[src/rtl/rs_pkg.sv]
package rs_pkg;
    localparam int unsigned RS_ENTRIES_DEF = 4;
    localparam int unsigned RS_TAG_W_DEF   = 4;
    localparam int unsigned RS_DATA_W_DEF  = 16;
    localparam int unsigned RS_OP_W_DEF    = 5;
endpackage

[src/rtl/rs_operand_capture.sv]
module rs_operand_capture #(
    parameter int unsigned TAG_W  = 4,
    parameter int unsigned DATA_W = 16
) (
    input  logic [TAG_W-1:0]  cur_tag,
    input  logic [DATA_W-1:0] cur_val,
    input  logic              bc_valid,
    input  logic [TAG_W-1:0]  bc_tag,
    input  logic [DATA_W-1:0] bc_val,
    output logic [TAG_W-1:0]  nxt_tag,
    output logic [DATA_W-1:0] nxt_val
);
    logic hit;

    // A zero tag means the operand is present, so it never matches.
    assign hit     = bc_valid && (cur_tag != '0) && (cur_tag == bc_tag);
    assign nxt_tag = hit ? '0 : cur_tag;
    assign nxt_val = hit ? bc_val : cur_val;
endmodule

[src/rtl/rs_oldest_pick.sv]
module rs_oldest_pick #(
    parameter int unsigned ENTRIES = 4,
    parameter int unsigned IDX_W   = 2
) (
    input  logic [ENTRIES-1:0]            cand,
    input  logic [ENTRIES-1:0][IDX_W-1:0] rank,
    output logic                          found,
    output logic [IDX_W-1:0]              idx
);
    logic [IDX_W-1:0] best;

    always_comb begin
        found = 1'b0;
        idx   = '0;
        best  = '0;
        for (int i = 0; i < int'(ENTRIES); i++) begin
            if (cand[i] && (!found || rank[i] < best)) begin
                found = 1'b1;
                idx   = IDX_W'(i);
                best  = rank[i];
            end
        end
    end
endmodule

[src/rtl/rs_free_find.sv]
module rs_free_find #(
    parameter int unsigned ENTRIES = 4,
    parameter int unsigned IDX_W   = 2
) (
    input  logic [ENTRIES-1:0] avail,
    output logic               found,
    output logic [IDX_W-1:0]   idx
);
    always_comb begin
        found = 1'b0;
        idx   = '0;
        for (int i = int'(ENTRIES) - 1; i >= 0; i--) begin
            if (avail[i]) begin
                found = 1'b1;
                idx   = IDX_W'(i);
            end
        end
    end
endmodule

[src/rtl/rs_rank_compact.sv]
module rs_rank_compact #(
    parameter int unsigned ENTRIES = 4,
    parameter int unsigned IDX_W   = 2,
    parameter int unsigned CNT_W   = 3
) (
    input  logic [ENTRIES-1:0]            keep,
    input  logic [ENTRIES-1:0][IDX_W-1:0] rank,
    output logic [ENTRIES-1:0][IDX_W-1:0] new_rank,
    output logic [CNT_W-1:0]              keep_cnt
);
    // A surviving entry's new rank is the number of survivors older than it.
    for (genvar g = 0; g < ENTRIES; g++) begin : g_rank
        always_comb begin
            int unsigned older;
            older = 0;
            for (int j = 0; j < int'(ENTRIES); j++) begin
                if (keep[j] && rank[j] < rank[g]) older++;
            end
            new_rank[g] = IDX_W'(older);
        end
    end

    always_comb begin
        keep_cnt = '0;
        for (int j = 0; j < int'(ENTRIES); j++) begin
            keep_cnt = keep_cnt + CNT_W'(keep[j]);
        end
    end
endmodule

[src/rtl/rs_station.sv]
module rs_station
    import rs_pkg::*;
#(
    parameter int unsigned ENTRIES = RS_ENTRIES_DEF,
    parameter int unsigned TAG_W   = RS_TAG_W_DEF,
    parameter int unsigned DATA_W  = RS_DATA_W_DEF,
    parameter int unsigned OP_W    = RS_OP_W_DEF
) (
    input  logic              clk,
    input  logic              rst_n,
    input  logic              disp_valid,
    input  logic [OP_W-1:0]   disp_op,
    input  logic [TAG_W-1:0]  disp_dst,
    input  logic              disp_spec,
    input  logic [TAG_W-1:0]  disp_tag_a,
    input  logic [DATA_W-1:0] disp_val_a,
    input  logic [TAG_W-1:0]  disp_tag_b,
    input  logic [DATA_W-1:0] disp_val_b,
    output logic              full,
    input  logic              bc_valid,
    input  logic [TAG_W-1:0]  bc_tag,
    input  logic [DATA_W-1:0] bc_val,
    input  logic              fu_ready,
    input  logic              flush,
    output logic              iss_valid,
    output logic [OP_W-1:0]   iss_op,
    output logic [DATA_W-1:0] iss_opnd_a,
    output logic [DATA_W-1:0] iss_opnd_b,
    output logic [TAG_W-1:0]  iss_dst
);
    localparam int unsigned IDX_W = (ENTRIES > 1) ? $clog2(ENTRIES) : 1;
    localparam int unsigned CNT_W = $clog2(ENTRIES + 1);

    typedef struct packed {
        logic              busy;
        logic              spec;
        logic [IDX_W-1:0]  rank;
        logic [OP_W-1:0]   op;
        logic [TAG_W-1:0]  dst;
        logic [TAG_W-1:0]  tag_a;
        logic [TAG_W-1:0]  tag_b;
        logic [DATA_W-1:0] val_a;
        logic [DATA_W-1:0] val_b;
    } slot_t;

    typedef struct packed {
        slot_t [ENTRIES-1:0] slot;
    } state_t;

    state_t st_d, st_q;

    logic [ENTRIES-1:0]             busy_vec, spec_vec, rdy_vec, keep;
    logic [ENTRIES-1:0][IDX_W-1:0]  rank_arr, new_rank;
    logic [ENTRIES-1:0][TAG_W-1:0]  cap_tag_a, cap_tag_b;
    logic [ENTRIES-1:0][DATA_W-1:0] cap_val_a, cap_val_b;
    logic [TAG_W-1:0]               dtag_a, dtag_b;
    logic [DATA_W-1:0]              dval_a, dval_b;
    logic [CNT_W-1:0]               keep_cnt;
    logic                           pick_found, alloc_found;
    logic [IDX_W-1:0]               iss_idx, alloc_idx;
    logic                           iss_fire, disp_fire;

    // Per-slot view and broadcast capture
    for (genvar g = 0; g < ENTRIES; g++) begin : g_slot
        assign busy_vec[g] = st_q.slot[g].busy;
        assign spec_vec[g] = st_q.slot[g].spec;
        assign rank_arr[g] = st_q.slot[g].rank;
        assign rdy_vec[g]  = st_q.slot[g].busy && (st_q.slot[g].tag_a == '0)
                             && (st_q.slot[g].tag_b == '0);

        rs_operand_capture #(.TAG_W(TAG_W), .DATA_W(DATA_W)) u_cap_a (
            .cur_tag (st_q.slot[g].tag_a),
            .cur_val (st_q.slot[g].val_a),
            .bc_valid(bc_valid),
            .bc_tag  (bc_tag),
            .bc_val  (bc_val),
            .nxt_tag (cap_tag_a[g]),
            .nxt_val (cap_val_a[g])
        );
        rs_operand_capture #(.TAG_W(TAG_W), .DATA_W(DATA_W)) u_cap_b (
            .cur_tag (st_q.slot[g].tag_b),
            .cur_val (st_q.slot[g].val_b),
            .bc_valid(bc_valid),
            .bc_tag  (bc_tag),
            .bc_val  (bc_val),
            .nxt_tag (cap_tag_b[g]),
            .nxt_val (cap_val_b[g])
        );
    end

    // Same-cycle capture for the operands being dispatched
    rs_operand_capture #(.TAG_W(TAG_W), .DATA_W(DATA_W)) u_disp_cap_a (
        .cur_tag (disp_tag_a),
        .cur_val (disp_val_a),
        .bc_valid(bc_valid),
        .bc_tag  (bc_tag),
        .bc_val  (bc_val),
        .nxt_tag (dtag_a),
        .nxt_val (dval_a)
    );
    rs_operand_capture #(.TAG_W(TAG_W), .DATA_W(DATA_W)) u_disp_cap_b (
        .cur_tag (disp_tag_b),
        .cur_val (disp_val_b),
        .bc_valid(bc_valid),
        .bc_tag  (bc_tag),
        .bc_val  (bc_val),
        .nxt_tag (dtag_b),
        .nxt_val (dval_b)
    );

    // Oldest-ready selection
    rs_oldest_pick #(.ENTRIES(ENTRIES), .IDX_W(IDX_W)) u_pick (
        .cand (rdy_vec),
        .rank (rank_arr),
        .found(pick_found),
        .idx  (iss_idx)
    );

    assign iss_fire   = pick_found && fu_ready && !flush;
    assign iss_valid  = iss_fire;
    assign iss_op     = st_q.slot[iss_idx].op;
    assign iss_opnd_a = st_q.slot[iss_idx].val_a;
    assign iss_opnd_b = st_q.slot[iss_idx].val_b;
    assign iss_dst    = st_q.slot[iss_idx].dst;

    // Slots that survive this cycle
    always_comb begin
        for (int i = 0; i < int'(ENTRIES); i++) begin
            keep[i] = busy_vec[i]
                      && !(iss_fire && iss_idx == IDX_W'(i))
                      && !(flush && spec_vec[i]);
        end
    end

    rs_rank_compact #(.ENTRIES(ENTRIES), .IDX_W(IDX_W), .CNT_W(CNT_W)) u_rank (
        .keep    (keep),
        .rank    (rank_arr),
        .new_rank(new_rank),
        .keep_cnt(keep_cnt)
    );

    rs_free_find #(.ENTRIES(ENTRIES), .IDX_W(IDX_W)) u_free (
        .avail(~keep),
        .found(alloc_found),
        .idx  (alloc_idx)
    );

    assign full      = (&busy_vec) && !iss_fire;
    assign disp_fire = disp_valid && !full && !flush && alloc_found;

    // Next-state process
    always_comb begin
        st_d = st_q;
        for (int i = 0; i < int'(ENTRIES); i++) begin
            st_d.slot[i].busy  = keep[i];
            st_d.slot[i].rank  = new_rank[i];
            st_d.slot[i].tag_a = cap_tag_a[i];
            st_d.slot[i].val_a = cap_val_a[i];
            st_d.slot[i].tag_b = cap_tag_b[i];
            st_d.slot[i].val_b = cap_val_b[i];
            if (disp_fire && alloc_idx == IDX_W'(i)) begin
                st_d.slot[i].busy  = 1'b1;
                st_d.slot[i].spec  = disp_spec;
                st_d.slot[i].rank  = IDX_W'(keep_cnt);
                st_d.slot[i].op    = disp_op;
                st_d.slot[i].dst   = disp_dst;
                st_d.slot[i].tag_a = dtag_a;
                st_d.slot[i].val_a = dval_a;
                st_d.slot[i].tag_b = dtag_b;
                st_d.slot[i].val_b = dval_b;
            end
        end
    end

    // Register process
    always_ff @(posedge clk or negedge rst_n) begin
        if (!rst_n) st_q <= '0;
        else        st_q <= st_d;
    end

    // Assertions
    logic older_rdy;
    always_comb begin
        older_rdy = 1'b0;
        for (int j = 0; j < int'(ENTRIES); j++) begin
            if (rdy_vec[j] && rank_arr[j] < rank_arr[iss_idx]) older_rdy = 1'b1;
        end
    end

    AST_OLDEST_FIRST: assert property (@(posedge clk) disable iff (!rst_n)
        iss_valid |-> !older_rdy);

    AST_ISSUED_LEAVES: assert property (@(posedge clk) disable iff (!rst_n)
        iss_valid && !disp_fire |=> !busy_vec[$past(iss_idx)]);

    AST_FLUSH_CLEARS: assert property (@(posedge clk) disable iff (!rst_n)
        flush |=> ((busy_vec & spec_vec) == '0));

    AST_FULL_NO_GROWTH: assert property (@(posedge clk) disable iff (!rst_n)
        disp_valid && full |=> $countones(busy_vec) <= $past($countones(busy_vec)));

    for (genvar g = 0; g < ENTRIES; g++) begin : g_chk
        AST_NONSPEC_SURVIVES: assert property (@(posedge clk) disable iff (!rst_n)
            flush && busy_vec[g] && !spec_vec[g] |=> busy_vec[g]);

        AST_WAKE_A: assert property (@(posedge clk) disable iff (!rst_n)
            busy_vec[g] && bc_valid && st_q.slot[g].tag_a != '0
            && st_q.slot[g].tag_a == bc_tag |=> st_q.slot[g].tag_a == '0);
    end
endmodule

[config.mk]
export PLATFORM = sky130hd
export DESIGN_NAME = rs_station
export DESIGN_NICKNAME = d
export VERILOG_FILES = /design/src/rtl/rs_pkg.sv /design/src/rtl/rs_operand_capture.sv /design/src/rtl/rs_oldest_pick.sv /design/src/rtl/rs_free_find.sv /design/src/rtl/rs_rank_compact.sv /design/src/rtl/rs_station.sv
export SDC_FILE = /design/constraint.sdc
export NUM_CORES = 1
export LEC_CHECK = 0
export ABC_CLOCK_PERIOD_IN_PS = 6500
export BUFFER_PORTS_ARGS = -buffer_cell sky130_fd_sc_hd__clkbuf_2
export CORE_MARGIN = 10
export CORE_UTILIZATION = 45
export CTS_CLUSTER_DIAMETER = 50
export CTS_CLUSTER_SIZE = 12
export DETAILED_ROUTE_END_ITERATION = 16
export SLEW_MARGIN = 40
export SYNTH_ARGS = -nofsm -noshare
export SYNTH_HDL_FRONTEND = slang
export SYNTH_SLANG_ARGS = --single-unit
[constraint.sdc]
create_clock -name clk -period 6.5 [get_ports clk]
set_clock_uncertainty 0.05 [all_clocks]
set_input_delay 0.65 -clock clk [delete_from_list [all_inputs] [get_ports clk]]
set_output_delay 0.65 -clock clk [all_outputs]
set_load 0.01 [all_outputs]
## Word level (Yosys, flattened, before mapping)

Index checks and enable logic that the tools add are counted.

- Register bits after elaboration: 212
- Output and inout bits: 43

- Add/sub/neg operators: 15
- Magnitude comparators: 20
- Equality and inequality tests: 16
- Multiplexer cells: 60
- Bitwise logic cells: 1
- Reduce and logical (&&, ||, !) cells: 119

Operators by type and width:

| kind | number |
|---|---|
| 2-to-1 mux 53 bit | 4 |
| 2-to-1 mux 16 bit | 10 |
| binary-select mux 53 bit (select 2 bit) | 1 |
| logical AND 1 bit | 73 |
| 2-to-1 mux 49 bit | 1 |
| 2-to-1 mux 2 bit | 21 |
| equality test 4 bit | 10 |
| 2-to-1 mux 4 bit | 10 |
| nonzero test 4 bit | 10 |
| less-than comparator 2 bit | 19 |
| zero test 4 bit | 8 |
| adder 2 x 1 -> 2 bit, second input constant | 8 |
| nonzero test 2 bit | 8 |
| zero test 1 bit | 14 |
| 2-to-1 mux 1 bit | 13 |
| adder 1 x 1 -> 2 bit, second input constant | 4 |
| equality test 2 bit, second input constant | 4 |
| adder 2 x 1 -> 2 bit | 2 |
| equality test 2 x 1 -> 1 bit, second input constant | 2 |
| zero test 2 bit | 2 |
| inverter 4 bit | 1 |
| AND reduction 4 bit | 1 |
| logical OR 1 bit | 3 |
| less-than comparator 2 x 3 -> 1 bit, second input constant | 1 |
| adder 1 x 1 -> 2 bit | 1 |

## Logic depth before layout (Yosys ltp)

- Depth after elaboration: 31
- Mapped depth: 28
- Depth with buffers taken out: 27

## Hierarchy

From an unflattened synthesis, not the netlist that was laid out.

- Cell total of the unflattened synthesis: 970
- Area, all modules: 13558.0 µm²

By module, submodules not included:

| module | times used | cells each | area an instance (µm²) | sequential area each (µm²) |
|---|---|---|---|---|
| rs_station | 1 | 538 | 9645.5 | 5305.1 |
| rs_operand_capture | 10 | 31 | 302.8 | 0.0 |
| rs_rank_compact | 1 | 84 | 625.6 | 0.0 |
| rs_oldest_pick | 1 | 31 | 224.0 | 0.0 |
| rs_free_find | 1 | 7 | 35.0 | 0.0 |

## Worst setup path after synthesis

OpenSTA, ideal clock, no wires.

- Path kind: flip-flop to flip-flop
- From: reg st_q[32] in the netlist's numbering
- To: reg st_q, in the netlist rank_arr[3]
- Setup time: 0.138 ns
- Arrival time: 5.373 ns
- Data required time: 6.312 ns
- Setup slack: 0.939 ns
- Cell stages (with the launch flop): 26
- Cell sequence: dfrtp_1 > nor4_4 > and3_1 > nand2_1 > ha_1 > a21oi_1 > nand2b_1 > and2_1 > a21oi_1 > ha_1 > or3_1 > o22ai_1 > a21oi_1 > ha_1 > or2_2 > nand2_1 > a211o_1 > a21o_1 > buf_6 > o21ai_0 > inv_1 > fa_1 > ha_1 > xnor2_1 > and3_1 > a31oi_1

RTL lines:

| item | line | text |
|---|---|---|
| start, declared | rs_station.sv:50 | `state_t st_d, st_q;` |
| start signal, assigned | rs_station.sv:178 | `else st_q <= st_d;` |

## Worst setup path after layout

- From: reg st_q[35] in the netlist's numbering
- To: out iss_opnd_a[5]

- Cells in the longest elaborated chain, start to end: 17

Ends and longest elaborated chain:

| item | line | text |
|---|---|---|
| zero test 4 bit * | rs_station.sv:69 | `&& (st_q.slot[g].tag_b == '0);` |
| logical AND 1 bit * | rs_station.sv:69 |  |
| 2-to-1 mux 2 bit / 2-to-1 mux 1 bit (equally long branches) | rs_oldest_pick.sv:17 | `if (cand[i] && (!found \|\| rank[i] < best)) begin` |
| less-than comparator 2 bit / zero test 1 bit (equally long branches) | rs_oldest_pick.sv:17 |  |
| logical OR 1 bit | rs_oldest_pick.sv:17 |  |
| logical AND 1 bit | rs_oldest_pick.sv:17 |  |
| 2-to-1 mux 2 bit / 2-to-1 mux 1 bit (equally long branches) | rs_oldest_pick.sv:17 |  |
| less-than comparator 2 bit / zero test 1 bit (equally long branches) | rs_oldest_pick.sv:17 |  |
| logical OR 1 bit | rs_oldest_pick.sv:17 |  |
| logical AND 1 bit | rs_oldest_pick.sv:17 |  |
| 2-to-1 mux 2 bit / 2-to-1 mux 1 bit (equally long branches) | rs_oldest_pick.sv:17 |  |
| less-than comparator 2 bit / zero test 1 bit (equally long branches) | rs_oldest_pick.sv:17 |  |
| logical OR 1 bit | rs_oldest_pick.sv:17 |  |
| logical AND 1 bit | rs_oldest_pick.sv:17 |  |
| 2-to-1 mux 2 bit * | rs_oldest_pick.sv:17 |  |
| binary-select mux 53 bit (select 2 bit) * | rs_station.sv:122 | `assign iss_opnd_a = st_q.slot[iss_idx].val_a;` |
| 2-to-1 mux 49 bit * | -- |  |
| end, declared | rs_station.sv:27 | `output logic [DATA_W-1:0] iss_opnd_a,` |

Every way passes the cells marked *; elsewhere a longest branch is shown, timed or not. The select of a mux whose other input is x is not followed.

==> metrics.txt <==
# TYPE chip_impl_metric gauge
chip_impl_info{name="run_status",value="finished, final reports clean"} 1
chip_impl_metric{name="synth.yosys.warnings",unit=""} 0
chip_impl_metric{name="grt_first_pass_wirelength",unit="um"} 63160
chip_impl_info{name="synth_top_cells_by_area",value="sky130_fd_sc_hd__dfrtp_1 (43%), sky130_fd_sc_hd__nand2_1 (7.3%), sky130_fd_sc_hd__a222oi_1 (5.2%)"} 1
chip_impl_metric{name="chipHeight",unit="um"} 185.4
chip_impl_metric{name="final_period_minus_worst_setup_slack",unit="ps"} 6179
chip_impl_metric{name="routed_via_density",unit=""} 6.061
chip_impl_metric{name="final_layout_size_suffix_gt1_share",unit="%"} 20.60
chip_impl_metric{name="number_of_flops_mapped_to_enable_cells_by_yosys",unit=""} 0
chip_impl_metric{name="data_required_time_of_the_worst_path",unit="ps"} 5800
chip_impl_metric{name="max_clock_freq",unit="GHz"} 0.1618
chip_impl_metric{name="grt_overflow_total",unit=""} 0
chip_impl_metric{name="ios",unit=""} 119
chip_impl_metric{name="core_area",unit="mm^2"} 0.02695
chip_impl_metric{name="synthesis.nets",unit=""} 1487
chip_impl_metric{name="synth_top_cell_area_share",unit="%"} 43.10
chip_impl_metric{name="route.detailed.drc",unit=""} 0
chip_impl_metric{name="place_ws",unit="ps"} 254.4
chip_impl_info{name="clock_tree_from_tritoncts",value="yes"} 1
chip_impl_metric{name="yosys_register_bits",unit=""} 212
chip_impl_metric{name="start_util",unit="%"} 45.67
chip_impl_metric{name="number_of_diodes",unit=""} 0
chip_impl_metric{name="drt-initial-drc-count",unit=""} 1395
chip_impl_metric{name="grt_max_degree",unit=""} 112
chip_impl_metric{name="portBuffers",unit=""} 118
chip_impl_metric{name="cp.arrival",unit="ps"} 5480
chip_impl_metric{name="antenna_left",unit=""} 0
chip_impl_metric{name="clk_pin_slew_worst_paths",unit="ps"} 60
chip_impl_metric{name="buffers_from_clock_root_to_sink_at_most",unit=""} 3
chip_impl_metric{name="vias",unit=""} 11190
chip_impl_metric{name="power.density_cell_area",unit="mW/mm^2"} 464.5
chip_impl_metric{name="slew_viol_final",unit=""} 0
chip_impl_metric{name="cts_sinks",unit=""} 212
chip_impl_metric{name="nNetsFinal",unit=""} 1582
chip_impl_metric{name="clk_lat_worst_skew",unit="ps"} 570
chip_impl_metric{name="routed_wire_length_per_instance",unit="um"} 22.05
chip_impl_metric{name="critical_path.max_fanout",unit=""} 26
chip_impl_metric{name="final_core_utilization",unit="%"} 53.51
chip_impl_info{name="ys.flop_type",value="sky130_fd_sc_hd__dfrtp_1"} 1
chip_impl_info{name="synthDominantAreaCellType",value="sky130_fd_sc_hd__dfrtp_1"} 1
chip_impl_metric{name="area_growth",unit="%"} 17.17
chip_impl_metric{name="synthCells",unit=""} 1386
chip_impl_metric{name="synth_seq_area_share",unit="%"} 43.10
chip_impl_metric{name="layout_worst_path_cycle_share",unit="%"} 95.06
chip_impl_metric{name="finalHoldWorstSlack",unit="ps"} 317.1
chip_impl_info{name="critPathKind",value="reg2out"} 1
chip_impl_metric{name="ir_worst_vdd",unit="V"} 0.0002094
chip_impl_metric{name="antenna_found_initial",unit=""} 0
chip_impl_info{name="setup.worst_path.start_class",value="flop"} 1
chip_impl_metric{name="hpwl",unit="um"} 26460
chip_impl_metric{name="cts_max_level",unit=""} 1
chip_impl_metric{name="mappedNetlistArea",unit="mm^2"} 0.01231
chip_impl_metric{name="drt-pass1-iter-count",unit=""} 9
chip_impl_metric{name="globalRouteTotalUtil",unit="%"} 23.29
chip_impl_metric{name="ys_async_sr_fraction",unit="%"} 100.0
chip_impl_metric{name="die-area",unit="mm^2"} 0.03437
chip_impl_metric{name="floorplan.die.width",unit="um"} 185.4
chip_impl_metric{name="relSlewSlack",unit="%"} 50.31
chip_impl_info{name="hp-class",value="in2reg"} 1
chip_impl_metric{name="core.rowCount",unit=""} 60
chip_impl_info{name="crit_path_end_kind",value="output port"} 1
chip_impl_metric{name="rrSetupSlack",unit="ps"} 500
chip_impl_metric{name="post_route_setup_tns",unit="ps"} 0
chip_impl_metric{name="report.final.hold_viol_count",unit=""} 0
chip_impl_metric{name="first_global_vias",unit=""} 11020
chip_impl_info{name="timing.critical_path.mode_cell",value="sky130_fd_sc_hd__ha_1"} 1
chip_impl_info{name="rsz0062_at_grt",value="no"} 1
chip_impl_metric{name="postLayoutSetupSlackWorst",unit="ps"} 321.1
chip_impl_metric{name="power_leakage",unit="nW"} 6.563
chip_impl_metric{name="syn_area_per_cell",unit="um^2"} 8.880
chip_impl_info{name="clk_root_buffer_cell",value="sky130_fd_sc_hd__clkbuf_16"} 1
chip_impl_metric{name="setup-violations-final",unit=""} 0
chip_impl_info{name="crit_slowest_cell",value="sky130_fd_sc_hd__or3_1"} 1
chip_impl_metric{name="cap_violations",unit=""} 0
chip_impl_metric{name="tightest_slew",unit="ps"} 729.8
chip_impl_metric{name="post_synth_num_cell_types",unit=""} 56
chip_impl_metric{name="crit_path_largest_cell_delay",unit="ps"} 450
chip_impl_metric{name="wirelength",unit="um"} 40700
chip_impl_metric{name="weighted_congestion_reported_at_the_end_of_routability_driven_placement",unit=""} 0.8769
chip_impl_info{name="cp_cell_sequence",value="nor4_4 -> and3_4 -> nand2_1 -> ha_1 -> a21oi_4 -> nand2b_1 -> and2_2 -> nor2_1 -> a21oi_1 -> ha_1 -> or3_1 -> o22ai_2 -> nor2_1 -> a21oi_1 -> ha_1 -> or2_2 -> a31o_2 -> nor2_4 -> buf_4 -> nand2_1 -> o21ai_0 -> clkbuf_2"} 1
chip_impl_metric{name="tritoncts.num_buffers",unit=""} 30
==> where the power goes <==
group | switching [mW] | leakage, nW | total (mW) | internal, mW
registers | 0.352 | 2.50 | 2.28 | 1.93
logic | 1.57 | 3.58 | 2.77 | 1.20
clock network | 0.648 | 0.481 | 1.65 | 0.999
total | 2.57 | 6.56 | 6.70 | 4.13
==> repair_timing <==
| item | 4_1_cts | 5_1_grt |
|---|---|---|
| hold buffers | 0 | 1 |
| endpoints found under the hold margin | 0 | 20 |
| endpoints found under the setup margin | 16 | 98 |
| resized for setup | 2 | 10 |
| gates cloned | 0 | 1 |
| pin swaps | 0 | 2 |
| buffers inserted | 0 | 2 |
==> synthesized netlist by cell type, types with 2 or more instances <==
library cell / number
sky130_fd_sc_hd__mux2_2: 42
sky130_fd_sc_hd__dfrtp_1: 212
sky130_fd_sc_hd__a21oi_1: 56
sky130_fd_sc_hd__or2_2: 26
sky130_fd_sc_hd__buf_1: 5
sky130_fd_sc_hd__and2_0: 2
sky130_fd_sc_hd__and2_1: 6
sky130_fd_sc_hd__mux2i_1: 18
sky130_fd_sc_hd__o31a_1: 2
sky130_fd_sc_hd__o211ai_1: 42
sky130_fd_sc_hd__and3_1: 3
sky130_fd_sc_hd__nand2_1: 241
sky130_fd_sc_hd__xnor2_1: 18
sky130_fd_sc_hd__mux2i_2: 2
sky130_fd_sc_hd__nor4_1: 5
sky130_fd_sc_hd__or2_1: 10
sky130_fd_sc_hd__a22oi_1: 32
sky130_fd_sc_hd__o32ai_1: 32
sky130_fd_sc_hd__a222oi_1: 64
sky130_fd_sc_hd__a211oi_1: 39
sky130_fd_sc_hd__nand4_1: 4
sky130_fd_sc_hd__nor3_2: 5
sky130_fd_sc_hd__clkbuf_1: 67
sky130_fd_sc_hd__o21ai_0: 127
sky130_fd_sc_hd__nor3b_1: 3
sky130_fd_sc_hd__xor2_1: 18
sky130_fd_sc_hd__a21o_1: 7
sky130_fd_sc_hd__or4_1: 6
sky130_fd_sc_hd__a21boi_0: 3
sky130_fd_sc_hd__nor2b_1: 3
sky130_fd_sc_hd__buf_2: 19
sky130_fd_sc_hd__inv_1: 139
sky130_fd_sc_hd__nor3_1: 15
sky130_fd_sc_hd__ha_1: 24
sky130_fd_sc_hd__a31oi_1: 4
sky130_fd_sc_hd__nand2b_1: 3
sky130_fd_sc_hd__buf_4: 3
sky130_fd_sc_hd__nand3_1: 34
sky130_fd_sc_hd__buf_6: 6
sky130_fd_sc_hd__o2111ai_1: 3
sky130_fd_sc_hd__or3_1: 2
sky130_fd_sc_hd__nor2_1: 20
==> logic make-up (layout without fill, tap and decap cells) <==
group | count (synthesis) | after routing | share of synthesized area, %
simple gates | 392 | 392 | 14.56
fa+ha+maj | 25 | 25 | 2.602
buf+inv | 239 | 358 | 7.939
compound gates | 420 | 420 | 23.71
xor+xnor | 36 | 36 | 2.562
mux | 62 | 62 | 5.530
flops | 212 | 212 | 43.10
==> sequential cells by signal, summed over array words and instances (netlist names) <==
name	flops
rank_arr	8
busy_vec	4
spec_vec	4
st_q	196
==> critical path: cells and delay by family, from the launching register on <==
| family | cells | cell delay [ps] |
|---|---|---|
| DFF | 1 | 440 |
| AOI/OAI and AO/OA | 6 | 860 |
| adders and majority gates | 3 | 810 |
| buffers and inverters | 2 | 530 |
| and+or+nand+nor | 11 | 2310 |
==> cell type report <==
type | count | area [um^2]
clock inverters | 19 | 220.2
inverters | 139 | 521.8
repair buffers | 163 | 1020
clock buffers | 37 | 797.0
fillers | 2507 | 12530
flip-flops and latches | 212 | 5305
well taps | 341 | 426.7
multi-input cells | 935 | 6131
==> placed cells by master, fill, tap and decap left out, drive strengths merged, types with 42 or more instances in the layout <==
cell type	n
a21oi	56
a222oi	64
buf	44
clkbuf	155
dfrtp	212
inv	141
mux2	42
nand2	241
o211ai	43
o21ai	127
==> metal layers <==
metal | vias up | GRT usage (%) | part of all wire, %
met3 | 71 | 4.624 | 9.3
met2 | 462 | 35.04 | 45
li1 | 5174 | - | -
met5 | - | 0 | 0
met4 | 0 | 7.185 | 2.3
met1 | 5481 | 32.87 | 44
==> per-stage QoR <==
stage | total power, mW | cell area [um^2] | std cells
2_1_floorplan | 4.143 | 12310 | 1386
3_3_place_gp | 4.952 | 13260 | 1785
3_5_place_dp | 5.023 | 13270 | 1785
4_1_cts | 6.702 | 14300 | 1841
5_1_grt | 7.190 | 14420 | 1846
6_report | 6.698 | 14420 | 1846
==> worst paths after layout <==
kind | startpoint | to | cells past startpoint
min | disp_val_a[9] | st_q[25] | 3
max in group asynchronous | rst_n | st_q[70] | 3
max reg2reg | st_q[35] | rank_arr[3] | 25
max | st_q[35] | iss_opnd_a[5] | 22
min in group asynchronous | rst_n | st_q[197] | 2
min reg2reg | st_q[147] | st_q[147] | 1
Power figures use the tool's default switching activity.
